`config.mk`:
```
export PLATFORM = sky130hd
export DESIGN_NAME = fdq_freq_det
export DESIGN_NICKNAME = d
export VERILOG_FILES = /design/src/rtl/fdq_pkg.sv /design/src/rtl/fdq_state.sv /design/src/rtl/fdq_decide.sv /design/src/rtl/fdq_pulse.sv /design/src/rtl/fdq_freq_det.sv
export SDC_FILE = /design/constraint.sdc
export NUM_CORES = 1
export LEC_CHECK = 0
export ABC_AREA = 1
export BUFFER_PORTS_ARGS = -buffer_cell sky130_fd_sc_hd__clkbuf_2
export CELL_PAD_IN_SITES_DETAIL_PLACEMENT = 1
export CELL_PAD_IN_SITES_GLOBAL_PLACEMENT = 1
export CORE_AREA = 2 2 39 41
export CTS_CLUSTER_DIAMETER = 120
export DETAILED_ROUTE_END_ITERATION = 7
export DIE_AREA = 0 0 41 43
export GPL_TIMING_DRIVEN = 0
export PLACE_DENSITY_LB_ADDON = 0.1
export RECOVER_POWER = 25
export SLEW_MARGIN = 10
export SYNTH_ARGS = -nofsm -noshare
export SYNTH_HDL_FRONTEND = slang
export SYNTH_HIERARCHICAL = 1
export SYNTH_SLANG_ARGS = --single-unit
```
`constraint.sdc`:
```
create_clock -name clk -period 2 [get_ports clk]
set_clock_uncertainty 0.2 [all_clocks]
set_input_delay 0.1 -clock clk [delete_from_list [all_inputs] [get_ports clk]]
set_output_delay 0.1 -clock clk [all_outputs]
set_load 0.02 [all_outputs]
```
`src/rtl/fdq_pkg.sv`:
```
package fdq_pkg;
   typedef enum logic [1:0] {
      Q_I   = 2'b00,
      Q_II  = 2'b01,
      Q_III = 2'b11,
      Q_IV  = 2'b10
   } quad_e;

   typedef enum logic [1:0] {
      MV_HOLD = 2'd0,
      MV_FWD  = 2'd1,
      MV_JUMP = 2'd2,
      MV_BACK = 2'd3
   } move_e;

   // Gray quadrant to rotation index 0..3
   function automatic logic [1:0] quad_idx(input logic [1:0] g);
      return {g[1], g[1] ^ g[0]};
   endfunction
endpackage

```
`src/rtl/fdq_state.sv`:
```
module fdq_state
   import fdq_pkg::*;
#(
   parameter int QW = 2
) (
   input  logic          clk,
   input  logic          rst,
   input  logic          load,
   input  logic [QW-1:0] code_in,
   output logic [QW-1:0] state_q,
   output logic          primed_q
);
   always_ff @(posedge clk) begin
      if (rst) begin
         state_q  <= Q_I;
         primed_q <= 1'b0;
      end else if (load) begin
         state_q  <= code_in;
         primed_q <= 1'b1;
      end
   end

   assert_idle_hold_R8: assert property (@(posedge clk) disable iff (rst)
      !load |=> ($stable(state_q) && $stable(primed_q)));

   assert_load_takes_R6: assert property (@(posedge clk) disable iff (rst)
      load |=> (state_q == $past(code_in) && primed_q));
endmodule

```
`src/rtl/fdq_decide.sv`:
```
module fdq_decide
   import fdq_pkg::*;
#(
   parameter int QW = 2
) (
   input  logic          strobe,
   input  logic          primed,
   input  logic [QW-1:0] prev_q,
   input  logic [QW-1:0] next_q,
   output logic          req_up,
   output logic          req_dn
);
   localparam logic [QW-1:0] CODE_FIRST = QW'(Q_I);
   localparam logic [QW-1:0] CODE_LAST  = QW'(Q_IV);

   logic [1:0] step;
   move_e      move;

   always_comb begin
      step = quad_idx(next_q) - quad_idx(prev_q);
      move = move_e'(step);
   end

   always_comb begin
      req_up = 1'b0;
      req_dn = 1'b0;
      if (strobe && primed) begin
         unique case (move)
            MV_FWD:  req_dn = (prev_q == CODE_LAST);
            MV_BACK: req_up = (prev_q == CODE_FIRST);
            default: ;
         endcase
      end
   end
endmodule

```
`src/rtl/fdq_pulse.sv`:
```
module fdq_pulse #(
   parameter bit OUT_REG = 1'b1
) (
   input  logic clk,
   input  logic rst,
   input  logic up_in,
   input  logic dn_in,
   output logic up_out,
   output logic dn_out
);
   generate
      if (OUT_REG) begin : g_reg
         logic up_q, dn_q;
         always_ff @(posedge clk) begin
            if (rst) begin
               up_q <= 1'b0;
               dn_q <= 1'b0;
            end else begin
               up_q <= up_in;
               dn_q <= dn_in;
            end
         end
         assign up_out = up_q;
         assign dn_out = dn_q;
      end else begin : g_comb
         assign up_out = up_in & ~rst;
         assign dn_out = dn_in & ~rst;
      end
   endgenerate
endmodule

```
`src/rtl/fdq_freq_det.sv`:
```
module fdq_freq_det
   import fdq_pkg::*;
#(
   parameter int QW       = 2,
   parameter bit OUT_REG  = 1'b1,
   parameter bit SWAP_DIR = 1'b0
) (
   input  logic          clk,
   input  logic          rst,
   input  logic          quad_vld,
   input  logic [QW-1:0] quad_code,
   output logic          freq_up,
   output logic          freq_dn
);
   localparam int NQUAD = 1 << QW;

   generate
      if (NQUAD != 4) begin : g_bad_width
         $error("fdq_freq_det: quadrant code must be 2 bits wide");
      end
   endgenerate

   logic [QW-1:0] state_q;
   logic          primed_q;
   logic          req_up, req_dn;
   logic          pul_up, pul_dn;

   fdq_state #(.QW(QW)) u_state (
      .clk      (clk),
      .rst      (rst),
      .load     (quad_vld),
      .code_in  (quad_code),
      .state_q  (state_q),
      .primed_q (primed_q)
   );

   fdq_decide #(.QW(QW)) u_decide (
      .strobe (quad_vld),
      .primed (primed_q),
      .prev_q (state_q),
      .next_q (quad_code),
      .req_up (req_up),
      .req_dn (req_dn)
   );

   fdq_pulse #(.OUT_REG(OUT_REG)) u_pulse (
      .clk    (clk),
      .rst    (rst),
      .up_in  (req_up),
      .dn_in  (req_dn),
      .up_out (pul_up),
      .dn_out (pul_dn)
   );

   generate
      if (SWAP_DIR) begin : g_swap
         assign freq_up = pul_dn;
         assign freq_dn = pul_up;
      end else begin : g_direct
         assign freq_up = pul_up;
         assign freq_dn = pul_dn;
      end
   endgenerate

   assert_never_both_R9: assert property (@(posedge clk) disable iff (rst)
      !(freq_up && freq_dn));

   assert_single_up_R4: assert property (@(posedge clk) disable iff (rst)
      freq_up |=> !freq_up);

   assert_single_dn_R3: assert property (@(posedge clk) disable iff (rst)
      freq_dn |=> !freq_dn);

   generate
      if (OUT_REG && !SWAP_DIR) begin : g_chk_reg
         assert_first_silent_R2: assert property (@(posedge clk) disable iff (rst)
            (quad_vld && !primed_q) |=> !(freq_up || freq_dn));

         assert_hold_silent_R7: assert property (@(posedge clk) disable iff (rst)
            (quad_vld && quad_code == state_q) |=> !(freq_up || freq_dn));
      end
   endgenerate
endmodule

```
Word level (Yosys, flattened, before mapping):

Cells that the tools add are included.

* register bits after elaboration: 5
* input bits: 5
* output and inout port bits: 2
* logic and storage cells: 17

* add/sub/neg operators: 1
* equality and inequality tests: 3
* bitwise logic cells: 5
* reductions and logical operators: 4

Operator list (count)
* OR reduction 3 bit: 2
* == test 2 bit, second input constant: 2
* inverter 1 bit: 3
* == test 2 x 1 -> 1 bit, second input constant: 1
* zero test 2 bit: 1
* subtractor 2 bit: 1
* bitwise XOR 1 bit: 2
* logical AND 1 bit: 1

Longest topological paths before layout:

Gate-level depths: netlist of the first run.

* depth after elaboration: 5
* mapped depth: 9
* gate-level depth less buffers: 9

By module:

The synthesis of the first run kept the hierarchy.

Modules (own cells, without submodules)
* fdq_decide: times used 1, cells each 19, area an instance 115.1 µm², seq. area each 0.0 µm²
* fdq_state: times used 1, cells each 16, area an instance 108.9 µm², seq. area each 60.1 µm²
* fdq_pulse: times used 1, cells each 6, area an instance 55.1 µm², seq. area each 40.0 µm²

Least setup slack after synthesis of the first run:

Ideal clock, no wire load.

* kind: register -> register
* start: reg u_state.state_q[1]
* end: reg u_pulse.g_reg.up_q, in the netlist u_pulse/up_out
* library setup time: 0.064 ns
* arrival: 1.272 ns
* data required time: 1.736 ns
* path slack: 0.464 ns
* cell stages (with the launch flop): 9
* path buffers: 0
* clock period less this slack: 1.536 ns
* path through: dfxtp_1 -> inv_1 -> ha_1 -> ha_1 -> inv_1 -> nand4_1 -> nor2_2 -> inv_1 -> nor2_1

* cells in the longest elaborated chain, start to end: 5

Ends and longest elaborated chain
* start, declared: line fdq_state.sv:10 `output logic [QW-1:0] state_q,`
* start signal, assigned: line fdq_state.sv:18 `state_q <= code_in;`
* bitwise XOR 1 bit: line fdq_pkg.sv:18 `return {g[1], g[1] ^ g[0]};`
* subtractor 2 bit: line fdq_decide.sv:20 `step = quad_idx(next_q) - quad_idx(prev_q);`
* == test 2 bit: line fdq_decide.sv:28 `unique case (move)`
* inverter 1 bit (no line)
* OR reduction 3 bit (no line)
* end signal, assigned: line fdq_pulse.sv:19 `up_q <= up_in;`
* end, declared: line fdq_pulse.sv:13 `logic up_q, dn_q;`

Several ways; a longest one is shown, not always the timed one.
A chain may end at the register's enable or synchronous reset.

Worst setup path in the final report of the first run:

Ends and elaborated chain as after synthesis.

==> reports/qor.txt, run 1 <==
vias in the first global route = 266
Crit Reg-Reg Startpoint = u_state/state_q[1]
Crit-path slowest cell = dfxtp_1
CP arrival = 1.66 ns
Reg2Reg Setup Slack = 0.32 ns
worst slew margin relative to its limit = 81.7%
Levels on crit path = 8
number of flops mapped to enable cells by yosys = 0
Reg power frac = 40.4%
Main synth FF type = dfxtp_1
total gr overflow = 0
detailed-route wire length per cell = 7.89 um
post-layout min period = 1.68 ns
status = completed
Setup Fix Bufs, Post-CTS = 0
P_leak = 0.000198 uW
drt total wl = 552 um
worst reg-to-reg path cell count = 8
die width = 41 um
Seq/Total Area, Yosys = 35.9%
Unique masters post-synth = 12
DRT antenna net count = 0
Initial Util = 20.2%
Worst-Skew Late Latency = 0.24 ns
GRT Util Overall = 8.12%
compound-cell area share of the yosys netlist = 1.79%
r2r endpoint = u_pulse/up_out
DRT Pass-1 Iters = 1
Final Hold Vio Count = 0
RSZ-0062 raised after global routing = false
cell taking the most area after synthesis = dfxtp_1
sw power = 67.6 uW
Max Cap Violations = 0
cts bufs inserted = 3
Final period util = 84.1%
CP Capture Point = u_pulse/up_out
CTS Sinks = 5
Top Ports = 7
most used cell, CP = inv_1
1st-iter DRT viols = 0
Hold Slack = 0.0285 ns
post-synthesis async set-or-reset flop share = 0%
Hold Buf Count CTS = 3
syn avg cell area = 6.81 um2
Port Buf Inserts = 6
Critical Path Fanout Max = 4
die height = 43 um
Warnings, synthesis = 6
CP cell instances = inv_1, ha_1, ha_1, inv_1, nand4_1, nor2_2, inv_1, nor2_1
Synth Area in XOR/XNOR = 3.14%
Total Neg Setup Slack = 0 ns
crit path launch = u_state/state_q[1]
CTS clk-pin slew, worst paths = 0.04 ns
top-count cell post-synth = inv_1
first-pass GRT wire length = 924 um
area share of fa/ha/maj cells after synthesis = 13.5%
WP data required = 1.97 ns
mux cell area share after synthesis = 0%
Cell Rows = 14
Synth Register Bits = 5
share of layout cells above drive strength 1 = 20.4%
synth cell count leaders = inv_1 (9), nand2_1 (8), nor2_1 (8)
top cells by area, synth = dfxtp_1 (36%), ha_1 (13%), inv_1 (12%)
Setup CP Type = flip-flop to flip-flop
Final HPWL DP = 472 um
Highest Clock Rate = 595 MHz
largest net degree at the start of global routing = 8
Crit path max-delay family = adder cells
die area = 1760 um2
Syn Std Cell Area = 279 um2
Area Growth Syn to Fin = 37.7%
Worst Path Buf+Inv = 3
total number of vias = 261
fraction of the mapped netlist area in simple logic gates = 32.3%
syn_nets = 49
Comb power frac = 17.2%
htree depth = 1
DR vias/cell = 3.73
setup violators final = 0
Startpoint Class = flip-flop
CTS Root Cell = clkbuf_4
Worst IR Drop VDD = 0.272 mV
Post-Place Worst Slack = 0.325 ns
cts repair resizes = 0
HP Class = input pin to flip-flop
Synth top area share = 35.9%
core area = 1380 um2
initial antenna violation count = 0
Worst Setup End Kind = flip-flop
# DRC = 0
NumNets Final = 63
Max Slew Vio Count = 0
largest family of logic cells by synthesized area = simple AND/OR/NAND/NOR gates
Synth Instances = 41
gpl congestion = 0.594
clock network power share = 42.3%
Int Power = 200 uW
worst-margin pin slew = 0.275 ns
clk buf depth = 2
ant diodes = 0
worst setup margin = 0.318 ns
CP max stage delay = 0.38 ns
Pwr Density = 697 nW/um2
CTS tree = built
Switching Share = 25.2%
## state kept, by name, indices dropped and copies added (netlist names)
signal	count
u_state/state_q	2
u_pulse/up_out	1
u_pulse/dn_out	1
u_state/primed_q	1
## per-layer routing
layer / up-vias / GRT usage [%] / part of all wire [%]
met5: - / 0 / 0
met4: 0 / 10.0 / 0
met3: 0 / 1.57 / 2.2
met2: 3 / 10.6 / 49
met1: 112 / 9.29 / 49
li1: 146 / - / -
## worst register-to-register path, stage by stage, from the launching register on
cell,delay (ns)
dfxtp_1,0.38
inv_1,0.09
ha_1,0.28
ha_1,0.27
inv_1,0.07
nand4_1,0.08
nor2_2,0.12
inv_1,0.05
nor2_1,0.08
## power by group through the flow
stage	logic [uW]	clock network (uW)	registers [uW]
after detailed placement	43.2	0	110
after global placement	40.9	0	110
after global routing	53.3	130	109
after floorplan	28.2	0	110
final	46.2	113	108
after CTS	48.2	121	108
## kinds of logic (layout without fill, tap and decap cells)
group           count (synthesis)  in the layout
buf+inv                        10             23
fa+ha+maj                       3              3
xor+xnor                        1              1
flops                           5              5
simple gates                   21             21
compound gates                  1              1
## layout by cell type (no fill, tap or decap)
master         n
nand3_1        1
clkbuf_1       2
nand2_2        1
dlygate4sd3_1  3
nand4_1        2
nor2_2         1
ha_1           3
a21oi_1        1
inv_2          1
clkbuf_4       3
dfxtp_1        5
nor2_1         8
nand2_1        8
inv_1          9
xnor2_1        1
clkbuf_2       5
## metrics by stage
step | util [%] | total power, uW | instances | instance area, um2
6_report | 27.8 | 268 | 70 | 384
5_1_grt | 27.8 | 292 | 70 | 384
4_1_cts | 27.8 | 278 | 70 | 385
3_5_place_dp | 23.8 | 153 | 63 | 329
3_3_place_gp | 23.8 | 151 | 63 | 329
2_1_floorplan | - | 138 | 41 | 279
## layout make-up
class / instances / area, um2
fill: 172 / 1000
clock buffer: 4 / 26.3
tap: 16 / 20.0
multi-input combinational: 26 / 141
timing repair buffer: 9 / 58.8
sequential: 5 / 100
inverter: 10 / 37.5
## worst min path at each step
stage                         end  slack, ns    startpoint  depth (start not counted)
2_1_floorplan      u_pulse/up_out      -0.03           rst                          1
3_3_place_gp       u_pulse/up_out       0.12           rst                          2
3_5_place_dp       u_pulse/dn_out       0.12           rst                          2
4_1_cts        u_state/state_q[1]       0.02  quad_code[1]                          5
5_1_grt        u_state/state_q[1]       0.04  quad_code[1]                          5
6_report       u_state/state_q[1]       0.03  quad_code[1]                          5
(Power assumes the default switching activity.)
==> run 2: changes to the inputs <==
--- a/config.mk
+++ b/config.mk
@@ -5,7 +5,7 @@
 export SDC_FILE = /design/constraint.sdc
 export NUM_CORES = 1
 export LEC_CHECK = 0
-export ABC_AREA = 1
+export ABC_AREA = 0
 export BUFFER_PORTS_ARGS = -buffer_cell sky130_fd_sc_hd__clkbuf_2
 export CELL_PAD_IN_SITES_DETAIL_PLACEMENT = 1
 export CELL_PAD_IN_SITES_GLOBAL_PLACEMENT = 1
==> constraint.sdc (replaced) <==
create_clock -name clk -period 1.7 [get_ports clk]
set_clock_uncertainty 0.2 [all_clocks]
set_input_delay 0.085 -clock clk [delete_from_list [all_inputs] [get_ports clk]]
set_output_delay 0.085 -clock clk [all_outputs]
set_load 0.02 [all_outputs]
==> reports/qor.txt, run 2 <==
status = completed (unchanged)
cell taking the most area after synthesis = dfxtp_1 (unchanged)
worst-margin pin slew = 0.268 ns (was 0.275 ns)
clock network power share = 41.0% (was 42.3%)
CTS Root Cell = clkbuf_4 (unchanged)
Seq/Total Area, Yosys = 39.0% (was 35.9%)
CP Capture Point = u_pulse/dn_out (was u_pulse/up_out)
Cell Rows = 14 (unchanged)
post-layout min period = 1.65 ns (was 1.68 ns)
gpl congestion = 0.598 (was 0.594)
Reg area = 103 um2 (was 100 um2)
sw power = 82.5 uW (was 67.6 uW)
Worst-Skew Late Latency = 0.24 ns (about the same)
Highest Clock Rate = 605 MHz (was 595 MHz)
NumNets Final = 50 (was 63)
Port Buf Inserts = 6 (unchanged)
synth cell count leaders = dfxtp_1 (5), nor2_1 (4), ha_1 (3) (was inv_1 (9), nand2_1 (8), nor2_1 (8))
htree depth = 1 (unchanged)
Main synth FF type = dfxtp_1 (unchanged)
most common cell after layout, fill and taps aside = clkbuf_2 (was inv_1)
CTS tree = built (unchanged)
Unique masters post-synth = 11 (was 12)
CTS Sinks = 5 (unchanged)
GRT Util Overall = 8.85% (was 8.12%)
Max Cap Violations = 0 (unchanged)
Syn Std Cell Area = 256 um2 (was 279 um2)
M1 GR Usage = 7.44% (was 9.29%)
Crit Reg-Reg Startpoint = u_state/state_q[0] (was u_state/state_q[1])
Synth Instances = 23 (was 41)
# DRC = 0 (unchanged)
Final period util = 97.3% (was 84.1%)
Top Ports = 7 (unchanged)
Synth top area share = 39.0% (was 35.9%)
Max Slew Vio Count = 0 (unchanged)
HP Class = input pin to flip-flop (unchanged)
total gr overflow = 0 (unchanged)
Area Growth Syn to Fin = 68.8% (was 37.7%)
setup violators final = 0 (unchanged)
DRT Pass-1 Iters = 2 (was 1)
detailed-route wire length per cell = 11.0 um (was 7.89 um)
Final Hold Vio Count = 0 (unchanged)
core area = 1380 um2 (unchanged)
Switching Share = 24.3% (was 25.2%)
post-synthesis async set-or-reset flop share = 0% (unchanged)
die height = 43 um (unchanged)
die width = 41 um (unchanged)
cts bufs inserted = 3 (unchanged)
fin util = 31.3% (was 27.8%)
drt total wl = 625 um (was 552 um)
1st-iter DRT viols = 1 (was 0)
CTS clk-pin slew, worst paths = 0.05 ns (was 0.04 ns)
most frequent cells in the layout = clkbuf_2 (6), dlygate4sd3_1 (5), nor2_1 (4) (was inv_1 (9), nand2_1 (8), nor2_1 (8), clkbuf_2 (5), dfxtp_1 (5))
top-count cell post-synth = dfxtp_1 (was inv_1)
Initial Util = 18.5% (was 20.2%)
number of flops mapped to enable cells by yosys = 0 (unchanged)
mux cell area share after synthesis = 7.80% (was 0%)
area of the multi-input gates = 174 um2 (was 141 um2)
first-pass GRT wire length = 931 um (was 924 um)
die area = 1760 um2 (unchanged)
Setup CP Type = flip-flop to flip-flop (unchanged)
gr busiest metal = met2 (unchanged)
largest net degree at the start of global routing = 6 (was 8)
Pwr Density = 784 nW/um2 (was 697 nW/um2)
Reg power frac = 37.3% (was 40.4%)
# fillers = 165 (was 172)
Reg2Reg Setup Slack = 0.05 ns (was 0.32 ns)
GR met3 Demand/Resource = 0% (was 1.57%)
Post-Place Worst Slack = -0.0761 ns (was 0.325 ns)
DR vias/cell = 3.72 (was 3.73)
Critical Path Fanout Max = 2 (was 4)
clk buf depth = 2 (unchanged)
total number of vias = 212 (was 261)
Biggest register = u_state/state_q (unchanged)
Worst IR Drop VDD = 0.143 mV (was 0.272 mV)
WP data required = 1.68 ns (was 1.97 ns)
crit path launch = u_state/state_q[0] (was u_state/state_q[1])
Int Power = 257 uW (was 200 uW)
ant diodes = 0 (unchanged)
P_leak = 0.000192 uW (was 0.000198 uW)
Total Neg Setup Slack = 0 ns (unchanged)
area share of fa/ha/maj cells after synthesis = 14.6% (was 13.5%)
worst slew margin relative to its limit = 82.0% (was 81.7%)
top cells by area, synth = dfxtp_1 (39%), ha_1 (15%), xor3_1 (9.3%) (was dfxtp_1 (36%), ha_1 (13%), inv_1 (12%))
Comb power frac = 21.8% (was 17.2%)
RSZ-0062 raised after global routing = true (was false)
Startpoint Class = flip-flop (unchanged)
fraction of the mapped netlist area in simple logic gates = 22.9% (was 32.3%)
Worst Setup End Kind = flip-flop (unchanged)
vias in the first global route = 244 (was 266)
number of flip-flops under the largest register name = 2 (unchanged)
syn_nets = 31 (was 49)
compound-cell area share of the yosys netlist = 0% (was 1.79%)
worst reg-to-reg path cell count = 6 (was 8)
DRT antenna net count = 0 (unchanged)
r2r endpoint = u_pulse/dn_out (was u_pulse/up_out)
worst setup margin = 0.0461 ns (was 0.318 ns)
share of layout cells above drive strength 1 = 46.3% (was 20.4%)
Synth Register Bits = 5 (unchanged)
largest family of logic cells by synthesized area = simple AND/OR/NAND/NOR gates (unchanged)
initial antenna violation count = 0 (unchanged)
CP arrival = 1.63 ns (was 1.66 ns)
Total Power = 339 uW (was 268 uW)
Warnings, synthesis = 6 (unchanged)
met2 usage = 14.7% (was 10.6%)
Synth Area in XOR/XNOR = 12.7% (was 3.14%)
syn avg cell area = 11.2 um2 (was 6.81 um2)
==> run 2: changes by cell type after synthesis, sizes merged, moves of 2 or more <==
cell	previous run	this run
inv	10	2
nand2	9	1
nor2	9	4
mux2i	0	2
nand4	2	0
nor2b	0	2
==> run 2: layout make-up <==
| class | instances | area share (%) |
|---|---|---|
| Timing Repair Buffer | 14 | 23.7 |
| Sequential cell | 5 | 23.7 |
| Tap cell | 16 | 4.62 |
| Inverter | 2 | 1.73 |
| Multi-Input combinational cell | 16 | 40.2 |
| Clock buffer | 4 | 6.07 |
==> run 2: per-stage QoR <==
step	instances	hold slack, ns	cell area, um2
after global placement	45	0.124	307
after floorplan	23	-0.0434	256
final	57	0.240	433
after global routing	57	0.277	433
after detailed placement	45	0.135	307
after CTS	55	0.237	408
==> run 2: worst min path at each step <==
stage / start / end / slack, ns / cells after the start
2_1_floorplan: rst / u_pulse/dn_out / -0.04 / 1
3_3_place_gp: rst / u_state/primed_q / 0.12 / 2
3_5_place_dp: rst / u_pulse/up_out / 0.13 / 2
4_1_cts: quad_code[1] / u_pulse/dn_out / 0.24 / 4
5_1_grt: quad_code[0] / u_pulse/dn_out / 0.28 / 5
6_report: quad_code[1] / u_pulse/dn_out / 0.24 / 4
==> run 2: worst max-delay path: stages (launching register included) <==
cell,delay (ns)
dfxtp_2,0.33
inv_2,0.05
ha_4,0.26
ha_4,0.11
xor3_1,0.23
nor4b_2,0.25
nor2b_1,0.14
==> run 2: power by group through the flow <==
stage,registers (uW),logic [uW],clock network [uW]
after floorplan,128,30.1,0
after global placement,128,44.2,0
after detailed placement,128,45.9,0
after CTS,126,63.4,148
after global routing,127,82.2,159
final,126,73.8,139
==> run 2: layer usage <==
layer	routed length, um	vias to the layer above
li1	-	112
met1	232	98
met2	383	2
met3	9	0
met4	0	0
met5	0	-
==> run 2: kinds of logic after synthesis <==
group / count (synthesis)
simple gates: 9
xor+xnor: 2
mux: 2
fa+ha+maj: 3
buf+inv: 2
flops: 5
==> run 2: repair_timing <==
item                       in CTS  in global routing
hold endpoints to repair        5                  0
pin swaps                       0                  1
gates resized for setup         5                  2
gates cloned                    0                  0
hold buffers                    5                  0
buffers inserted                1                  2
setup endpoints to repair       2                  2
